<file path="config.mk">
export PLATFORM = sky130hd
export DESIGN_NAME = ir_seq_tx
export DESIGN_NICKNAME = d
export VERILOG_FILES = /design/src/rtl/ir_seq_pkg.sv /design/src/rtl/ir_cmd_fifo.sv /design/src/rtl/ir_interval_timer.sv /design/src/rtl/ir_fill_irq.sv /design/src/rtl/ir_seq_tx.sv
export SDC_FILE = /design/constraint.sdc
export NUM_CORES = 2
export LEC_CHECK = 0
export BUFFER_PORTS_ARGS = -buffer_cell sky130_fd_sc_hd__buf_4
export CAP_MARGIN = 20
export CORE_ASPECT_RATIO = 1.75
export CORE_MARGIN = 1.5
export CORE_UTILIZATION = 35
export CTS_BUF_LIST = sky130_fd_sc_hd__clkbuf_8 sky130_fd_sc_hd__clkbuf_16
export DETAILED_ROUTE_END_ITERATION = 10
export PLACE_DENSITY_LB_ADDON = 0.05
export SYNTH_ARGS = -nofsm -noshare
export SYNTH_HDL_FRONTEND = slang
export SYNTH_SLANG_ARGS = --single-unit
</file>
<file path="constraint.sdc">
create_clock -name clk -period 5 [get_ports clk]
set_clock_uncertainty 0.1 [all_clocks]
set_input_delay 0.25 -clock clk [delete_from_list [all_inputs] [get_ports clk]]
set_output_delay 0.25 -clock clk [all_outputs]
set_load 0.01 [all_outputs]
</file>
<file path="src/rtl/ir_seq_pkg.sv">
package ir_seq_pkg;
  localparam int CMD_W = 13;
  localparam int LEN_W = 10;

  typedef enum logic [1:0] {
    TB_1US     = 2'd0,
    TB_10US    = 2'd1,
    TB_100US   = 2'd2,
    TB_CARRIER = 2'd3
  } tbase_e;

  typedef struct packed {
    logic             mark;
    tbase_e           tb;
    logic [LEN_W-1:0] len_m1;
  } cmd_t;
endpackage

</file>
<file path="src/rtl/ir_cmd_fifo.sv">
module ir_cmd_fifo #(
  parameter int DEPTH = 128,
  parameter int W     = 13,
  localparam int AW    = $clog2(DEPTH),
  localparam int LVL_W = $clog2(DEPTH) + 1
) (
  input  logic             clk,
  input  logic             rst_n,
  input  logic             flush,
  input  logic             push,
  input  logic [W-1:0]     wdata,
  input  logic             pop,
  output logic [W-1:0]     rdata,
  output logic             full,
  output logic             empty,
  output logic [LVL_W-1:0] level,
  output logic [LVL_W-1:0] level_nxt
);
  logic [W-1:0]  mem [DEPTH];
  logic [AW-1:0] wr_ptr, rd_ptr;

  function automatic logic [AW-1:0] bump(input logic [AW-1:0] p);
    return (p == AW'(DEPTH - 1)) ? '0 : p + 1'b1;
  endfunction

  assign full  = (level == LVL_W'(DEPTH));
  assign empty = (level == '0);
  assign rdata = mem[rd_ptr];

  always_comb begin
    level_nxt = level;
    if (flush) level_nxt = '0;
    else if (push && !pop) level_nxt = level + 1'b1;
    else if (!push && pop) level_nxt = level - 1'b1;
  end

  always_ff @(posedge clk) begin
    if (push) mem[wr_ptr] <= wdata;
  end

  always_ff @(posedge clk or negedge rst_n) begin
    if (!rst_n) begin
      wr_ptr <= '0;
      rd_ptr <= '0;
      level  <= '0;
    end else if (flush) begin
      wr_ptr <= '0;
      rd_ptr <= '0;
      level  <= '0;
    end else begin
      if (push) wr_ptr <= bump(wr_ptr);
      if (pop)  rd_ptr <= bump(rd_ptr);
      level <= level_nxt;
    end
  end

  a_r8_level_cap: assert property (@(posedge clk) disable iff (!rst_n)
    level <= LVL_W'(DEPTH));
  a_r2_push_counts: assert property (@(posedge clk) disable iff (!rst_n)
    (push && !pop && !flush) |=> level == $past(level) + 1'b1);
  a_r8_no_push_full: assert property (@(posedge clk) disable iff (!rst_n)
    full |-> !push);
endmodule

</file>
<file path="src/rtl/ir_interval_timer.sv">
module ir_interval_timer
  import ir_seq_pkg::*;
#(
  parameter int CYC_PER_US = 200,
  localparam int MAX_UNIT = CYC_PER_US * 100,
  localparam int PRE_W    = $clog2(MAX_UNIT + 1)
) (
  input  logic clk,
  input  logic rst_n,
  input  logic abort,
  input  logic load,
  input  cmd_t cmd_in,
  input  logic car_tick,
  output logic active,
  output logic mark,
  output logic fin
);
  tbase_e             tb_q;
  logic [LEN_W-1:0]   units;
  logic [PRE_W-1:0]   presc;
  logic [PRE_W-1:0]   unit_len;
  logic               unit_done;

  always_comb begin
    unit_len = PRE_W'(CYC_PER_US);
    case (tb_q)
      TB_1US:   unit_len = PRE_W'(CYC_PER_US);
      TB_10US:  unit_len = PRE_W'(CYC_PER_US * 10);
      TB_100US: unit_len = PRE_W'(CYC_PER_US * 100);
      default:  unit_len = PRE_W'(CYC_PER_US);
    endcase
  end

  assign unit_done = active && ((tb_q == TB_CARRIER) ? car_tick
                                                     : (presc == unit_len - 1'b1));
  assign fin = unit_done && (units == '0);

  always_ff @(posedge clk or negedge rst_n) begin
    if (!rst_n) begin
      active <= 1'b0;
      mark   <= 1'b0;
      tb_q   <= TB_1US;
      units  <= '0;
      presc  <= '0;
    end else if (abort) begin
      active <= 1'b0;
      presc  <= '0;
    end else if (load) begin
      active <= 1'b1;
      mark   <= cmd_in.mark;
      tb_q   <= cmd_in.tb;
      units  <= cmd_in.len_m1;
      presc  <= '0;
    end else if (unit_done) begin
      presc <= '0;
      if (units == '0) active <= 1'b0;
      else units <= units - 1'b1;
    end else if (active && tb_q != TB_CARRIER) begin
      presc <= presc + 1'b1;
    end
  end

  a_r7_chain_start: assert property (@(posedge clk) disable iff (!rst_n)
    (load && !abort) |=> active);
  a_r12_abort_stops: assert property (@(posedge clk) disable iff (!rst_n)
    abort |=> !active);
  a_r5_presc_bound: assert property (@(posedge clk) disable iff (!rst_n)
    (active && tb_q != TB_CARRIER) |-> presc < unit_len);
  a_r7_end_idle: assert property (@(posedge clk) disable iff (!rst_n)
    (fin && !load && !abort) |=> !active);
endmodule

</file>
<file path="src/rtl/ir_fill_irq.sv">
module ir_fill_irq #(
  parameter int LVL_W = 8
) (
  input  logic             clk,
  input  logic             rst_n,
  input  logic             irq_en,
  input  logic             pop,
  input  logic [LVL_W-1:0] level_nxt,
  input  logic [LVL_W-1:0] thresh,
  input  logic             pend_clr,
  output logic             pend,
  output logic             irq
);
  logic set_evt;

  assign set_evt = irq_en && pop && (level_nxt <= thresh);
  assign irq     = pend && irq_en;

  always_ff @(posedge clk or negedge rst_n) begin
    if (!rst_n)        pend <= 1'b0;
    else if (set_evt)  pend <= 1'b1;
    else if (pend_clr) pend <= 1'b0;
  end

  a_r10_set_wins: assert property (@(posedge clk) disable iff (!rst_n)
    set_evt |=> pend);
  a_r10_clear: assert property (@(posedge clk) disable iff (!rst_n)
    (pend_clr && !set_evt) |=> !pend);
  a_r11_no_set_disabled: assert property (@(posedge clk) disable iff (!rst_n)
    (!irq_en && !pend) |=> !pend);
endmodule

</file>
<file path="src/rtl/ir_seq_tx.sv">
module ir_seq_tx
  import ir_seq_pkg::*;
#(
  parameter int DEPTH      = 128,
  parameter int CYC_PER_US = 200,
  localparam int LVL_W = $clog2(DEPTH) + 1
) (
  input  logic             clk,
  input  logic             rst_n,
  input  logic             tx_en,
  input  logic             cmd_valid,
  output logic             cmd_ready,
  input  logic [CMD_W-1:0] cmd_data,
  input  logic             car_in,
  input  logic             car_tick,
  input  logic             irq_en,
  input  logic [LVL_W-1:0] thresh,
  input  logic             pend_clr,
  output logic             ir_out,
  output logic             busy,
  output logic [LVL_W-1:0] level,
  output logic             pend,
  output logic             irq,
  output logic             ovf
);
  logic             full, empty, push, pop, active, mark, fin;
  logic [CMD_W-1:0] head;
  logic [LVL_W-1:0] level_nxt;
  cmd_t             head_cmd;

  assign cmd_ready = tx_en && !full;
  assign push      = cmd_valid && cmd_ready;
  assign pop       = tx_en && !empty && (!active || fin);
  assign head_cmd  = cmd_t'(head);

  ir_cmd_fifo #(.DEPTH(DEPTH), .W(CMD_W)) u_fifo (
    .clk(clk), .rst_n(rst_n), .flush(!tx_en), .push(push), .wdata(cmd_data),
    .pop(pop), .rdata(head), .full(full), .empty(empty),
    .level(level), .level_nxt(level_nxt)
  );

  ir_interval_timer #(.CYC_PER_US(CYC_PER_US)) u_timer (
    .clk(clk), .rst_n(rst_n), .abort(!tx_en), .load(pop), .cmd_in(head_cmd),
    .car_tick(car_tick), .active(active), .mark(mark), .fin(fin)
  );

  ir_fill_irq #(.LVL_W(LVL_W)) u_irq (
    .clk(clk), .rst_n(rst_n), .irq_en(irq_en), .pop(pop),
    .level_nxt(level_nxt), .thresh(thresh), .pend_clr(pend_clr),
    .pend(pend), .irq(irq)
  );

  always_ff @(posedge clk or negedge rst_n) begin
    if (!rst_n) ovf <= 1'b0;
    else if (cmd_valid && tx_en && full) ovf <= 1'b1;
  end

  assign busy   = active;
  assign ir_out = active && mark && car_in;

  a_r7_idle_low: assert property (@(posedge clk) disable iff (!rst_n)
    !busy |-> !ir_out);
  a_r8_ovf_sticky: assert property (@(posedge clk) disable iff (!rst_n)
    ovf |=> ovf);
  a_r12_flush: assert property (@(posedge clk) disable iff (!rst_n)
    !tx_en |=> (level == '0));
endmodule

</file>
* Word-level counts from Yosys, hierarchy flattened
Memories as Yosys holds them, arrays and structs flattened. Cells that the tools add are included.
Operators by class: add/subtract/negate cells 7, magnitude comparators 1, equal/unequal tests 14, mux-type cells 27, reduce and logical (&&, ||, !) cells 29
Operators with widths (count):
- $mux 15 | 4
- $mux 7 | 6
- $mux 8 | 4
- $mux 10 | 3
- $pmux 15 s2 | 1
- $logic_and 1x1->1 | 16
- $add 15x1->15 const B | 1
- $eq 15x15->1 | 1
- $sub 15x1->15 const B | 1
- $add 7x1->7 const B | 2
- $eq 7x7->1 const B | 2
- $logic_not 10->1 | 1
- $sub 10x1->10 const B | 1
- $mux 1 | 9
- $add 8x1->8 const B | 1
- $eq 8x8->1 const B | 1
- $le 8x8->1 | 1
- $logic_not 8->1 | 1
- $sub 8x1->8 const B | 1
- $ne 3x1->1 const B | 2
- $logic_not 1->1 | 5
- $eq 2x2->1 const B | 2
- $ne 2x1->1 const B | 2
- $ne 2x2->1 const B | 2
- other kinds (6) | 8
Storage, ports and cells: bits in registers 53, RAM bits 1664, output and inout bits 14, word-level logic and storage cells 89, memories 1
Memories:
- u_fifo.mem | depth 128, bits a word 13, read ports 1, clocked after memory_dff 0, write ports 1, RTL line ir_cmd_fifo.sv:19 | logic [W-1:0] mem [DEPTH];

* Logic depth before layout (Yosys ltp)
depth in word-level cells 16, depth in mapped cells 20, mapped depth without buffers 19

* Cells and area by module
A second synthesis with hierarchy kept.
Second synthesis, totals: cells, all modules 2911, area, all modules 67074.3 um^2
By module, submodules not included:
- ir_cmd_fifo | instances 1, cells an instance 2669, area each 64947.3 um^2, sequential area each 50518.5 um^2
- ir_interval_timer | instances 1, cells an instance 202, area each 1786.7 um^2, sequential area each 725.7 um^2
- ir_fill_irq | instances 1, cells an instance 32, area each 260.2 um^2, sequential area each 25.0 um^2
- ir_seq_tx | instances 1, cells an instance 8, area each 80.1 um^2, sequential area each 25.0 um^2

* Worst setup path after synthesis
OpenSTA, ideal clock, no wires.
kind register to register, from register u_timer.tb_q[0], to register u_irq.pend, data arrival time 3.729 ns, required time 4.833 ns, setup slack 1.104 ns, cell stages (with the launch flop) 21, clock period less this slack 3.896 ns, path through dfrtp_1 inv_1 ha_1 or4b_1 a2111oi_2 o2111ai_1 nand2_2 o21a_1 buf_6 buf_6 nand2_1 a311oi_1 ha_1 nor2b_1 o21a_1 o21ai_0 nand2b_1 a21oi_1 o21ai_0 o21ai_0 a32o_1
On the way: cells in the longest elaborated chain, start to end 16, elaborated cells on any way between the ends 22
Ends and longest elaborated chain:
- start, declared | RTL line ir_interval_timer.sv:18 | tbase_e tb_q;
- start signal, assigned | RTL line ir_interval_timer.sv:51 | tb_q <= cmd_in.tb;
- $eq 2x2->1 / $eq 2x1->1 (equally long branches) | RTL line ir_interval_timer.sv:26 | case (tb_q)
- $pmux 15 s2 | RTL line ir_interval_timer.sv:26
- $sub 15x1->15 | RTL line ir_interval_timer.sv:35 | : (presc == unit_len - 1'b1));
- $eq 15x15->1 | RTL line ir_interval_timer.sv:35
- $mux 1 (*) | RTL line ir_interval_timer.sv:34 | assign unit_done = active && ((tb_q == TB_CARRIER) ? car_tick
- $logic_and 1x1->1 (*) | RTL line ir_interval_timer.sv:34
- $logic_and 1x1->1 (*) | RTL line ir_interval_timer.sv:36 | assign fin = unit_done && (units == '0);
- $logic_or 1x1->1 (*) | RTL line ir_seq_tx.sv:33 | assign pop = tx_en && !empty && (!active || fin);
- $logic_and 1x1->1 (*) | RTL line ir_seq_tx.sv:33
- $logic_and 1x1->1 / $logic_not 1->1 (equally long branches) | RTL line ir_cmd_fifo.sv:34, ir_cmd_fifo.sv:33
- $mux 8 / $logic_and 1x1->1 (equally long branches) | RTL line ir_cmd_fifo.sv:34, ir_cmd_fifo.sv:33
- $mux 8 | RTL line ir_cmd_fifo.sv:33 | else if (push && !pop) level_nxt = level + 1'b1;
- $mux 8 | RTL line ir_cmd_fifo.sv:32 | if (flush) level_nxt = '0;
- $le 8x8->1 | RTL line ir_fill_irq.sv:16 | assign set_evt = irq_en && pop && (level_nxt <= thresh);
- $logic_and 1x1->1 (*) | RTL line ir_fill_irq.sv:16
- $mux 1 / $reduce_bool 2->1 (equally long branches)
- end signal, assigned | RTL line ir_fill_irq.sv:20 | if (!rst_n) pend <= 1'b0;
- end signal, assigned | RTL line ir_fill_irq.sv:21 | else if (set_evt) pend <= 1'b1;
- end signal, assigned | RTL line ir_fill_irq.sv:22 | else if (pend_clr) pend <= 1'b0;
- end, declared | RTL line ir_fill_irq.sv:11 | output logic pend,
Mark *: on every way between the ends. The rest lies on a longest branch, timed or not. A chain may end at the register's enable or synchronous reset.

* Worst setup path in the final report
Ends and elaborated chain as after synthesis.

==> results.json <==
{
  "path_clk_slew_ps": 60,
  "antenna_left": 0,
  "areaGrowthSynthToFinish_pct": 15.45,
  "detail_route.drc_violations": 0,
  "post_dp_cell_area_um2": 72180,
  "routedWlPerCell_um": 33.80,
  "instances_no_fill": 6178,
  "worst_r2r_startpoint": "u_timer.tb_q[0]$_DFFE_PN0P_",
  "net-switching-power_w": 0.008991,
  "count_of_different_cell_masters_after_synthesis": 69,
  "cts_buffers": 171,
  "hold_slack_ps": 27.05,
  "synth.yosys.seq_area_share_pct": 76.19,
  "synthDominantCellAreaShare_pct": 74.22,
  "launch_instance_of_the_worst_min_delay_path": "car_tick",
  "placed_cells_incl_taps": 5859,
  "cts_max_path_buffers": 4,
  "via_per_inst": 5.479,
  "tritoncts": "yes",
  "die_x_um": 334.5,
  "finalInstanceArea_um2": 77730,
  "worstHoldPathCells": 6,
  "worst_pin_slew_ps": 1136,
  "share_clk_of_total_power_pct": 36.2,
  "setup_tns_ps": 0,
  "rows": 212,
  "final_min_period_over_clock_period_pct": 94.15,
  "synth_area_per_cell_um2": 20.63,
  "synthesis.area_um2": 67330,
  "h-tree-depth": 4,
  "min_delay_worst_endpoint": "u_timer.presc[11]$_DFFE_PN0P_",
  "antenna_violations_before_repair": 11,
  "worst_setup_path_end_kind": "flip-flop",
  "grt_first_pass_wirelength_mm": 290.0,
  "synth.largest_area_cell": "sky130_fd_sc_hd__edfxtp_1",
  "num_vias": 33850,
  "postSynthRegisterBits": 1717,
  "syn-num-nets": 3312,
  "worst_r2r_endpoint": "u_irq.pend$_DFFE_PN0P_",
  "post_synth_main_area_contributors": "sky130_fd_sc_hd__edfxtp_1 (74%), sky130_fd_sc_hd__mux4_2 (14%), sky130_fd_sc_hd__dfrtp_1 (2.0%)",
  "cell_internal_pwr_w": 0.02572,
  "slew_viol_final": 0,
  "synth.top_cells.by_count": "sky130_fd_sc_hd__edfxtp_1 (1664), sky130_fd_sc_hd__mux4_2 (413), sky130_fd_sc_hd__nor2_1 (200)",
  "clock_sink_count": 1717,
  "max_freq_mhz": 212.4,
  "clock_tree.root_cell": "sky130_fd_sc_hd__clkbuf_16",
  "drt_wl_total_mm": 208.8,
  "synth_instances": 3264,
  "placeableCoreArea_um2": 191000,
  "worstSkewPairLatency_ps": 830,
  "pwr_density_cell_nw_per_um2": 446.6,
  "grt_pass1_vias": 35490,
  "finalCriticalPeriod_ps": 4708,
  "hold_path_class": "in -> reg",
  "rsz0062_at_grt": "false",
  "worst-path-max-fanout": 26,
  "postSynth.asyncResetShare_pct": 3.087,
  "layout-drive-gt1-share_pct": 26.72,
  "gp_congestion": 0.8160,
  "overall_global_routing_usage_pct": 21.44,
  "die_height_um": 583.2,
  "dieArea_um2": 195100,
  "cap_violations": 0,
  "final_critical_path_setup_slack_ps": 292.4,
  "p_seq_share_pct": 46.4,
  "drt_first_pass_iters": 5,
  "max_slew_margin_pct": 24.28,
  "cellLeakagePower_nw": 24.03,
  "nets": 3638,
  "power_switching_share_pct": 25.90,
  "leading_cell_type_by_number_of_instances_after_synthesis": "sky130_fd_sc_hd__edfxtp_1",
  "cp_data_required_time_ps": 5570,
  "initial_core_util_pct": 35.25,
  "ys.warnings.count": 0,
  "crit_path_arrival_time_ps": 5280,
  "boundaryPins": 43,
  "number_of_flops_mapped_to_enable_cells_by_yosys": 1664,
  "drt_iter0_drc": 2865,
  "portBuffers": 42,
  "synth-main-ff-cell": "sky130_fd_sc_hd__edfxtp_1",
  "dpl_worst_slack_ps": 608.0,
  "outcome": "complete, no violations",
  "worst_ir_drop_vdd_uv": 246.0,
  "cp-start-kind": "flip-flop",
  "grt_max_degree": 78,
  "ff2ff_path_depth": 20,
  "hpwl_mm": 133.5,
  "finalHoldViolCount": 0,
  "reg2reg_setup_slack_ps": 290,
  "power.share.combinational_pct": 17.4,
  "cp_class": "reg -> reg",
  "globalRouteOverflowTotal": 0,
  "setup-violations-final": 0
}
-- flip-flops by register name (all words and copies together) (netlist names) --
signal          cells
u_timer.units      10
u_timer.tb_q        2
u_fifo.wr_ptr       7
u_timer.mark        1
u_timer.presc      15
u_timer.active      1
ovf                 1
u_fifo.rd_ptr       7
u_fifo.mem       1664
u_fifo.level        8
u_irq.pend          1
-- critical path, cell delays in order (launching register included) --
cell and delay [ps]:
sky130_fd_sc_hd__dfrtp_1 410, sky130_fd_sc_hd__inv_1 80, sky130_fd_sc_hd__ha_1 300, sky130_fd_sc_hd__or4b_1 490, sky130_fd_sc_hd__a2111oi_4 380, sky130_fd_sc_hd__o2111ai_2 200
sky130_fd_sc_hd__nand2_2 140, sky130_fd_sc_hd__o21ai_2 70, sky130_fd_sc_hd__buf_4 230, sky130_fd_sc_hd__a21oi_1 200, sky130_fd_sc_hd__a311oi_2 80, sky130_fd_sc_hd__ha_1 310
sky130_fd_sc_hd__nor2b_1 130, sky130_fd_sc_hd__o21a_1 120, sky130_fd_sc_hd__o21ai_1 70, sky130_fd_sc_hd__nand2b_1 90, sky130_fd_sc_hd__a21oi_1 70, sky130_fd_sc_hd__o21ai_0 170
sky130_fd_sc_hd__o21ai_0 130, sky130_fd_sc_hd__a32o_1 260, sky130_fd_sc_hd__dlygate4sd3_1 550
-- cells in the final DEF (no fill, tap or decap), types with 10 or more instances in the layout --
cell type,count
sky130_fd_sc_hd__nand4_1,10
sky130_fd_sc_hd__a221oi_1,20
sky130_fd_sc_hd__edfxtp_1,1664
sky130_fd_sc_hd__buf_12,19
sky130_fd_sc_hd__and2_1,15
sky130_fd_sc_hd__mux2i_1,96
sky130_fd_sc_hd__o22ai_1,21
sky130_fd_sc_hd__clkinv_1,33
sky130_fd_sc_hd__a22oi_1,38
sky130_fd_sc_hd__nand3_1,44
sky130_fd_sc_hd__a21oi_1,59
sky130_fd_sc_hd__nand2b_1,13
sky130_fd_sc_hd__dfrtp_1,46
sky130_fd_sc_hd__inv_1,52
sky130_fd_sc_hd__xor2_1,15
sky130_fd_sc_hd__bufinv_16,16
sky130_fd_sc_hd__nand2_1,92
sky130_fd_sc_hd__ha_1,19
sky130_fd_sc_hd__nor2b_1,32
sky130_fd_sc_hd__and3_1,13
sky130_fd_sc_hd__nor3_1,28
sky130_fd_sc_hd__a211oi_1,32
sky130_fd_sc_hd__clkinv_2,28
sky130_fd_sc_hd__o21ai_0,58
sky130_fd_sc_hd__nor2_1,195
sky130_fd_sc_hd__clkbuf_16,173
sky130_fd_sc_hd__xnor2_1,20
sky130_fd_sc_hd__dlygate4sd3_1,16
sky130_fd_sc_hd__o211ai_1,11
sky130_fd_sc_hd__mux4_2,413
sky130_fd_sc_hd__buf_4,292
-- final cells by class --
class / instances / area, um2
sequential: 1717 / 51310
timing repair buffer: 330 / 2783
antenna: 4 / 10.01
clock inverter: 123 / 975.9
clock buffer: 173 / 4329
tap: 2461 / 3079
multi-input combinational: 1350 / 15160
inverter: 20 / 75.07
fill: 16920 / 113300
-- what timing repair did --
item | in CTS | in global routing
hold buffers | 17 | 0
hold endpoints to repair | 374 | 0
resized for setup | 0 | 5
endpoints found under the setup margin | 0 | 1
buffers inserted | 0 | 1
-- logic make-up (layout without fill, tap and decap cells) --
group           after synthesis  after routing  synth area share (%)
buf+inv                     197            646                 1.371
compound gates              293            293                 2.882
xor+xnor                     35             35                0.4553
fa+ha+maj                    19             19                0.3531
other cells                   0              4                     0
flops                      1717           1717                 76.19
mux                         516            516                 15.36
simple gates                487            487                 3.392
-- power by group through the flow --
stage / logic, W / clock network, W / registers (W)
6_report: 0.00606 / 0.0126 / 0.0161
5_1_grt: 0.00649 / 0.0134 / 0.0161
3_5_place_dp: 0.00618 / 0 / 0.0164
3_3_place_gp: 0.00614 / 0 / 0.0164
2_1_floorplan: 0.00392 / 0 / 0.0163
4_1_cts: 0.00622 / 0.0129 / 0.0161
-- how the worst max path moves through the flow --
stage	startpoint	endpoint	slack (ps)	depth (start not counted)
2_1_floorplan	u_timer.tb_q[0]$_DFFE_PN0P_	u_irq.pend$_DFFE_PN0P_	1100	20
3_3_place_gp	u_timer.tb_q[0]$_DFFE_PN0P_	u_irq.pend$_DFFE_PN0P_	500	19
3_5_place_dp	u_timer.tb_q[0]$_DFFE_PN0P_	u_irq.pend$_DFFE_PN0P_	610	19
4_1_cts	u_timer.tb_q[0]$_DFFE_PN0P_	u_irq.pend$_DFFE_PN0P_	50	20
5_1_grt	u_timer.tb_q[0]$_DFFE_PN0P_	u_irq.pend$_DFFE_PN0P_	30	20
6_report	u_timer.tb_q[0]$_DFFE_PN0P_	u_irq.pend$_DFFE_PN0P_	290	20
-- routing by layer --
| layer | vias up | share of wire, % | GRT usage (%) |
|---|---|---|---|
| li1 | 14140 | - | - |
| met1 | 18540 | 39 | 26.56 |
| met2 | 936 | 54 | 39.19 |
| met3 | 239 | 4.1 | 2.384 |
| met4 | 0 | 2.9 | 6.210 |
| met5 | - | 0 | 0 |
-- stage by stage --
step	power (W)	utilization (%)
detailed placement	0.02259	37.79
finish	0.03472	40.70
floorplan	0.02021	-
global placement	0.02253	37.79
CTS	0.03523	40.67
global route	0.03595	40.70
Power figures use the tool's default switching activity.
